File: src/rtl/hpc_mon_pkg.sv
package hpc_mon_pkg;

  // width helper: at least one bit even for a single entry
  function automatic int clog2_min1(int n);
    return (n > 1) ? $clog2(n) : 1;
  endfunction

  // one counter step: hold, increment, or stick at the ceiling
  function automatic int unsigned sat_step(int unsigned v, bit hit, int unsigned maxv);
    if (!hit)       return v;
    if (v >= maxv)  return maxv;
    return v + 1;
  endfunction

  // inclusive range test used by the signature compare
  function automatic bit in_window(int unsigned v, int unsigned lo, int unsigned hi);
    return (v >= lo) && (v <= hi);
  endfunction

endpackage

File: src/rtl/hpc_evt_counter.sv
module hpc_evt_counter
  import hpc_mon_pkg::*;
#(
  parameter int NUM_EVT = 62,
  parameter int SEL_W   = 6,
  parameter int CTR_W   = 16
) (
  input  logic               clk,
  input  logic               rst_n,
  input  logic [NUM_EVT-1:0] evt_i,
  input  logic [SEL_W-1:0]   sel_i,
  input  logic               restart_i,
  output logic [CTR_W-1:0]   cnt_o
);
  localparam int unsigned CTR_MAX = (32'd1 << CTR_W) - 32'd1;

  logic [CTR_W-1:0] cnt_q;
  logic             evt_hit;
  logic             at_max;

  // selects beyond the implemented strobes see nothing
  assign evt_hit = (32'(sel_i) < NUM_EVT) ? evt_i[sel_i] : 1'b0;
  assign at_max  = (32'(cnt_q) == CTR_MAX);

  always_ff @(posedge clk) begin
    if (!rst_n) begin
      cnt_q <= '0;
    end else if (restart_i) begin
      cnt_q <= CTR_W'(sat_step(32'd0, evt_hit, CTR_MAX));
    end else begin
      cnt_q <= CTR_W'(sat_step(32'(cnt_q), evt_hit, CTR_MAX));
    end
  end

  assign cnt_o = cnt_q;

  AST_COUNT_UP: assert property (@(posedge clk) disable iff (!rst_n)
    (!restart_i && evt_hit && !at_max) |=> (cnt_q == $past(cnt_q) + 1'b1));
  AST_NO_WRAP: assert property (@(posedge clk) disable iff (!rst_n)
    (!restart_i && at_max) |=> at_max);
  AST_WINDOW_RESTART: assert property (@(posedge clk) disable iff (!rst_n)
    restart_i |=> (cnt_q == {{(CTR_W-1){1'b0}}, $past(evt_hit)}));

endmodule

File: src/rtl/hpc_sig_table.sv
module hpc_sig_table
  import hpc_mon_pkg::*;
#(
  parameter int NUM_CTR      = 4,
  parameter int CTR_W        = 16,
  parameter int NUM_CKPT     = 8,
  parameter int SIG_PER_CKPT = 2,
  parameter int ID_W         = 3,
  parameter int SLOT_W       = 1
) (
  input  logic                     clk,
  input  logic                     rst_n,
  input  logic                     lock_i,
  input  logic                     wr_en_i,
  input  logic [ID_W-1:0]          wr_ckpt_i,
  input  logic [SLOT_W-1:0]        wr_slot_i,
  input  logic [NUM_CTR*CTR_W-1:0] wr_lo_i,
  input  logic [NUM_CTR*CTR_W-1:0] wr_hi_i,
  input  logic                     wr_valid_i,
  input  logic [ID_W-1:0]          rd_ckpt_i,
  input  logic [NUM_CTR*CTR_W-1:0] cnt_vec_i,
  output logic                     match_o
);
  localparam int NUM_ENT = NUM_CKPT * SIG_PER_CKPT;
  localparam int IDX_W   = clog2_min1(NUM_ENT);

  logic [NUM_CTR*CTR_W-1:0] lo_q [NUM_ENT];
  logic [NUM_CTR*CTR_W-1:0] hi_q [NUM_ENT];
  logic [NUM_ENT-1:0]       valid_q;

  logic                     wr_ok;
  logic [IDX_W-1:0]         wr_idx;
  logic                     rd_id_ok;
  logic [SIG_PER_CKPT-1:0]  slot_hit;

  assign wr_ok  = wr_en_i && !lock_i
                  && (32'(wr_ckpt_i) < NUM_CKPT)
                  && (32'(wr_slot_i) < SIG_PER_CKPT);
  assign wr_idx = IDX_W'(32'(wr_ckpt_i) * SIG_PER_CKPT + 32'(wr_slot_i));

  always_ff @(posedge clk) begin
    if (!rst_n) begin
      valid_q <= '0;
    end else if (wr_ok) begin
      valid_q[wr_idx] <= wr_valid_i;
    end
  end

  // bounds carry no reset: an entry is only read once its valid bit is set
  always_ff @(posedge clk) begin
    if (wr_ok) begin
      lo_q[wr_idx] <= wr_lo_i;
      hi_q[wr_idx] <= wr_hi_i;
    end
  end

  assign rd_id_ok = (32'(rd_ckpt_i) < NUM_CKPT);

  for (genvar s = 0; s < SIG_PER_CKPT; s++) begin : g_slot
    logic [IDX_W-1:0]   idx;
    logic [NUM_CTR-1:0] ctr_ok;
    assign idx = IDX_W'(32'(rd_ckpt_i) * SIG_PER_CKPT + s);
    for (genvar c = 0; c < NUM_CTR; c++) begin : g_ctr
      assign ctr_ok[c] = in_window(32'(cnt_vec_i[c*CTR_W +: CTR_W]),
                                   32'(lo_q[idx][c*CTR_W +: CTR_W]),
                                   32'(hi_q[idx][c*CTR_W +: CTR_W]));
    end
    assign slot_hit[s] = rd_id_ok && valid_q[idx] && (&ctr_ok);
  end

  assign match_o = |slot_hit;

  AST_LOCK_FREEZES: assert property (@(posedge clk) disable iff (!rst_n)
    lock_i |=> $stable(valid_q));

endmodule

File: src/rtl/hpc_ckpt_monitor.sv
module hpc_ckpt_monitor
  import hpc_mon_pkg::*;
#(
  parameter int NUM_CTR      = 4,
  parameter int NUM_EVT      = 62,
  parameter int CTR_W        = 16,
  parameter int NUM_CKPT     = 8,
  parameter int SIG_PER_CKPT = 2,
  localparam int SEL_W       = clog2_min1(NUM_EVT),
  localparam int ID_W        = clog2_min1(NUM_CKPT),
  localparam int SLOT_W      = clog2_min1(SIG_PER_CKPT)
) (
  input  logic                     clk,
  input  logic                     rst_n,
  input  logic [NUM_EVT-1:0]       evt_i,
  input  logic [NUM_CTR*SEL_W-1:0] evt_sel_i,
  input  logic                     ckpt_i,
  input  logic [ID_W-1:0]          ckpt_id_i,
  input  logic                     lock_i,
  input  logic                     wr_en_i,
  input  logic [ID_W-1:0]          wr_ckpt_i,
  input  logic [SLOT_W-1:0]        wr_slot_i,
  input  logic [NUM_CTR*CTR_W-1:0] wr_lo_i,
  input  logic [NUM_CTR*CTR_W-1:0] wr_hi_i,
  input  logic                     wr_valid_i,
  output logic                     pass_o,
  output logic                     alert_o,
  output logic [ID_W-1:0]          fail_id_o
);
  logic [NUM_CTR*CTR_W-1:0] cnt_vec;
  logic                     window_close;
  logic                     sig_match;
  logic                     pass_q;
  logic                     alert_q;
  logic [ID_W-1:0]          fail_id_q;

  assign window_close = ckpt_i;

  for (genvar k = 0; k < NUM_CTR; k++) begin : g_ctr
    hpc_evt_counter #(
      .NUM_EVT (NUM_EVT),
      .SEL_W   (SEL_W),
      .CTR_W   (CTR_W)
    ) u_ctr (
      .clk       (clk),
      .rst_n     (rst_n),
      .evt_i     (evt_i),
      .sel_i     (evt_sel_i[k*SEL_W +: SEL_W]),
      .restart_i (window_close),
      .cnt_o     (cnt_vec[k*CTR_W +: CTR_W])
    );
  end

  hpc_sig_table #(
    .NUM_CTR      (NUM_CTR),
    .CTR_W        (CTR_W),
    .NUM_CKPT     (NUM_CKPT),
    .SIG_PER_CKPT (SIG_PER_CKPT),
    .ID_W         (ID_W),
    .SLOT_W       (SLOT_W)
  ) u_table (
    .clk        (clk),
    .rst_n      (rst_n),
    .lock_i     (lock_i),
    .wr_en_i    (wr_en_i),
    .wr_ckpt_i  (wr_ckpt_i),
    .wr_slot_i  (wr_slot_i),
    .wr_lo_i    (wr_lo_i),
    .wr_hi_i    (wr_hi_i),
    .wr_valid_i (wr_valid_i),
    .rd_ckpt_i  (ckpt_id_i),
    .cnt_vec_i  (cnt_vec),
    .match_o    (sig_match)
  );

  always_ff @(posedge clk) begin
    if (!rst_n) begin
      pass_q    <= 1'b0;
      alert_q   <= 1'b0;
      fail_id_q <= '0;
    end else begin
      pass_q  <= window_close && sig_match;
      alert_q <= window_close && !sig_match;
      if (window_close && !sig_match) begin
        fail_id_q <= ckpt_id_i;
      end
    end
  end

  assign pass_o    = pass_q;
  assign alert_o   = alert_q;
  assign fail_id_o = fail_id_q;

  AST_ONE_VERDICT: assert property (@(posedge clk) disable iff (!rst_n)
    $onehot0({pass_o, alert_o}));
  AST_VERDICT_FOLLOWS: assert property (@(posedge clk) disable iff (!rst_n)
    ckpt_i |=> (pass_o || alert_o));
  AST_NO_STRAY_VERDICT: assert property (@(posedge clk) disable iff (!rst_n)
    !ckpt_i |=> (!pass_o && !alert_o));
  AST_FAIL_ID_TAKEN: assert property (@(posedge clk) disable iff (!rst_n)
    ckpt_i |=> (!alert_o || fail_id_o == $past(ckpt_id_i)));
  AST_FAIL_ID_HELD: assert property (@(posedge clk) disable iff (!rst_n)
    !alert_o |-> $stable(fail_id_o));

endmodule

File: config.mk
export PLATFORM = sky130hd
export DESIGN_NAME = hpc_ckpt_monitor
export DESIGN_NICKNAME = d
export VERILOG_FILES = /design/src/rtl/hpc_mon_pkg.sv /design/src/rtl/hpc_evt_counter.sv /design/src/rtl/hpc_sig_table.sv /design/src/rtl/hpc_ckpt_monitor.sv
export SDC_FILE = /design/constraint.sdc
export NUM_CORES = 2
export LEC_CHECK = 0
export BUFFER_PORTS_ARGS = -buffer_cell sky130_fd_sc_hd__buf_2
export CAP_MARGIN = 20
export CORE_UTILIZATION = 46
export DETAILED_ROUTE_END_ITERATION = 6
export GPL_TIMING_DRIVEN = 1
export HOLD_SLACK_MARGIN = 0.06
export PLACE_DENSITY_LB_ADDON = 0.05
export SKIP_LAST_GASP = 1
export SYNTH_ARGS = -nofsm -noshare
export SYNTH_HDL_FRONTEND = slang
export SYNTH_SLANG_ARGS = --single-unit
export TNS_END_PERCENT = 10
File: constraint.sdc
create_clock -name clk -period 15.5 [get_ports clk]
set_clock_uncertainty 0.15 [all_clocks]
set_input_delay 2.325 -clock clk [delete_from_list [all_inputs] [get_ports clk]]
set_output_delay 2.325 -clock clk [all_outputs]
set_load 0.03 [all_outputs]
==> flow_summary.yaml <==
logic_synthesis:
  synth_flop_cell: "edfxtp_1"
  yosysSeqAreaShare: 0.721
  synth-seq-cells: 2133
  synth_common_cells: "2048 x edfxtp_1, 578 x mux4_2, 260 x ha_1"
  yosysTopAreaCell: "edfxtp_1"
  yosys-top-cells-area: "edfxtp_1 70%, mux4_2 15%, ha_1 3.7%"
  syn_area_per_cell_um2: 21.0
  yosys_warnings: 0
  synthCells: 4182
  synth_nets: 4669
  synth-edff-count: 2048
  synthesis.area_um2: 87700
  synth_top_area_frac: 0.702
  synthArstFlopShare: 0
  ys_types: 70
  yosysMostFrequentCell: "edfxtp_1"
route:
  drc: 0
  postRouteAntennaNets: 0
  finalWirelength_um: 227000
  detail_route.first_pass.iterations: 5
  drt_iter0_drc: 3668
  num_vias: 43100
  viasPerCell: 5.98
  wl_per_cell_um: 31.5
pwr:
  irDropWorstVdd_mv: 0.0931
  leakage_uw: 0.0330
  switching_share: 0.213
  pwr-share-clk: 0.416
  power_switching_uw: 2590
  internal_power_uw: 9540
  pwr-share-comb: 0.056
  pwr-share-seq: 0.528
  p_per_area_nw_per_um2: 122
sta:
  relSlewSlack: 0.266
  setup_tns_ns: 0
  fin_crit_sh: 0.495
  period_minus_slack_ns: 7.67
  hold_viol_final: 0
  fmax_mhz: 130
  rsz0062_at_grt: "no"
  worst_pin_slew_ns: 1.10
  maxSlewViolCount: 0
  setup_viol: 0
  fin_ws_ns: 7.83
setup_path:
  worstPathMaxFanout: 85
  crit_path_end_kind: "flip-flop"
  cpMostUsedCell: "a211oi_1"
  crit_path_start: "ckpt_id_i[0]"
  path_cells: "buf_8, buf_4, buf_12, mux4_2, mux2i_1, ha_1, nand2b_1, a211oi_1, a2111oi_0, o31a_1, o2111ai_1, nor4_1, a211oi_1, and2_1"
  crit_buf_inv: 3
  worst-setup-path-type: "input port to flip-flop"
  path_delay_family: "compound AO/OA/AOI/OAI gates"
  crit_required_ns: 16.09
  cp_slowest_stage_delay_ns: 0.71
  reg2reg_from: "u_table.hi_q[15][3]"
  slowest_stage: "a2111oi_0"
  critPathArrivalTime_ns: 8.26
  critPathLaunchType: "input port"
die:
  die_w_um: 439
  dieArea_um2: 192000
  initial_core_util: 0.465
  io_pins: 232
  fp.dieH_um: 439
  num_rows: 159
  core_region_area_um2: 189000
final_layout:
  nNetsFinal: 5012
  drive_above_1_share: 0.261
  syn_to_final_growth_pct: 12.9
clock_tree:
  hold_buffers: 0
  cts_tree: "yes"
  clk_pin_slew_worst_paths_ns: 0.06
  cts-buffers-inserted: 218
  cts_buffer_depth: 3
  post_cts_buffers: 0
  worstSkewPairLatency_ns: 0.85
  clock_sink_count: 2133
  h-tree-depth: 4
  cts_root_buf: "clkbuf_16"
  post_cts_resized: 0
place:
  io_buffer_count: 231
  place_ws_ns: 6.74
  hpwl_um: 128000
  globalplace.congestion: 0.784
run_status:
  status: "complete, no violations"
worst_hold_path:
  hp-start: "fail_id_o[2]"
  hp-class: "flip-flop to flip-flop"
run:
  maxCapViolCount: 0
global_route:
  grt_pass1_wl_um: 325000
  track_usage: 0.238
  grt_pass1_vias: 43900
  grt_max_degree: 111
  antenna_found_initial: 54
  grt.overflow.total: 0
## logic make-up after synthesis
logic type | after synthesis | share of synthesized area
XOR/XNOR | 32 | 0.00320
multiplexers | 872 | 0.184
AO/OA/AOI/OAI | 307 | 0.0224
flip-flops | 2133 | 0.721
buffers and inverters | 202 | 0.00923
AND/OR/NAND/NOR | 376 | 0.0226
adder cells (fa/ha/maj) | 260 | 0.0371
## stage by stage
| step | utilization | instances | power, µW | hold WS, ns | cell area (µm²) |
|---|---|---|---|---|---|
| CTS | 0.524 | 7197 | 12200 | 0.311 | 98900 |
| finish | 0.525 | 7216 | 12100 | 0.309 | 99000 |
| detailed placement | 0.489 | 6799 | 7220 | 0.301 | 92100 |
| floorplan | - | 4182 | 6940 | 0.304 | 87700 |
| global route | 0.525 | 7202 | 12500 | 0.335 | 98900 |
| global placement | 0.488 | 6797 | 7210 | 0.301 | 92100 |
## area by class of cell
type / instances / area, µm²
fillers: 14800 / 89600
flip-flops and latches: 2133 / 63200
multi-input cells: 1847 / 23800
clock buffers: 277 / 5760
well taps: 2495 / 3120
repair buffers: 306 / 1990
clock inverters: 121 / 1020
inverters: 19 / 71.3
diodes: 18 / 45.0
## layout by cell type (no fill, tap or decap), types with 48 or more instances in the layout
cell,count
edfxtp_1,2048
buf_4,56
a21oi_1,104
clkbuf_16,221
buf_2,228
dfxtp_1,85
clkinv_1,48
nand2_1,89
mux4_2,578
nor2_1,53
clkbuf_1,54
ha_1,260
nand4_1,49
mux2i_1,259
## power groups by stage
stage	sequential [µW]	clock [µW]	combinational, µW
finish	6400	5040	683
global route	6400	5350	742
CTS	6400	5150	697
detailed placement	6520	0	696
global placement	6520	0	688
floorplan	6530	0	408
## metal layers
layer	GRT usage	vias to the layer above	share of wire
li1	-	18500	-
met3	0.0407	365	0.053
met5	0	-	0.00088
met4	0.0631	34	0.025
met1	0.343	23100	0.44
met2	0.377	1131	0.48
## flip-flops by register name (all words and copies together), names as in the netlist
register,cells
alert_o,1
fail_id_o,3
g_ctr.u_ctr.cnt_o,64
pass_o,1
u_table.hi_q,1024
u_table.lo_q,1024
u_table.valid_q,16
## final timing paths
| kind | endpoint | slack [ns] | cells past startpoint |
|---|---|---|---|
| worst max-delay path | alert_o | 7.83 | 14 |
| worst min-delay path | fail_id_o[2] | 0.31 | 2 |
| worst max register to register | alert_o | 10.64 | 11 |
| worst min register to register | fail_id_o[2] | 0.31 | 2 |
## worst min-delay path: cells and delay by family (launching register included)
kind | cells | cell delay [ns]
flip-flops | 1 | 0.31
AND/OR/NAND/NOR | 1 | 0.05
multiplexers | 1 | 0.05
No activity file was read; power rests on OpenSTA's default activity.
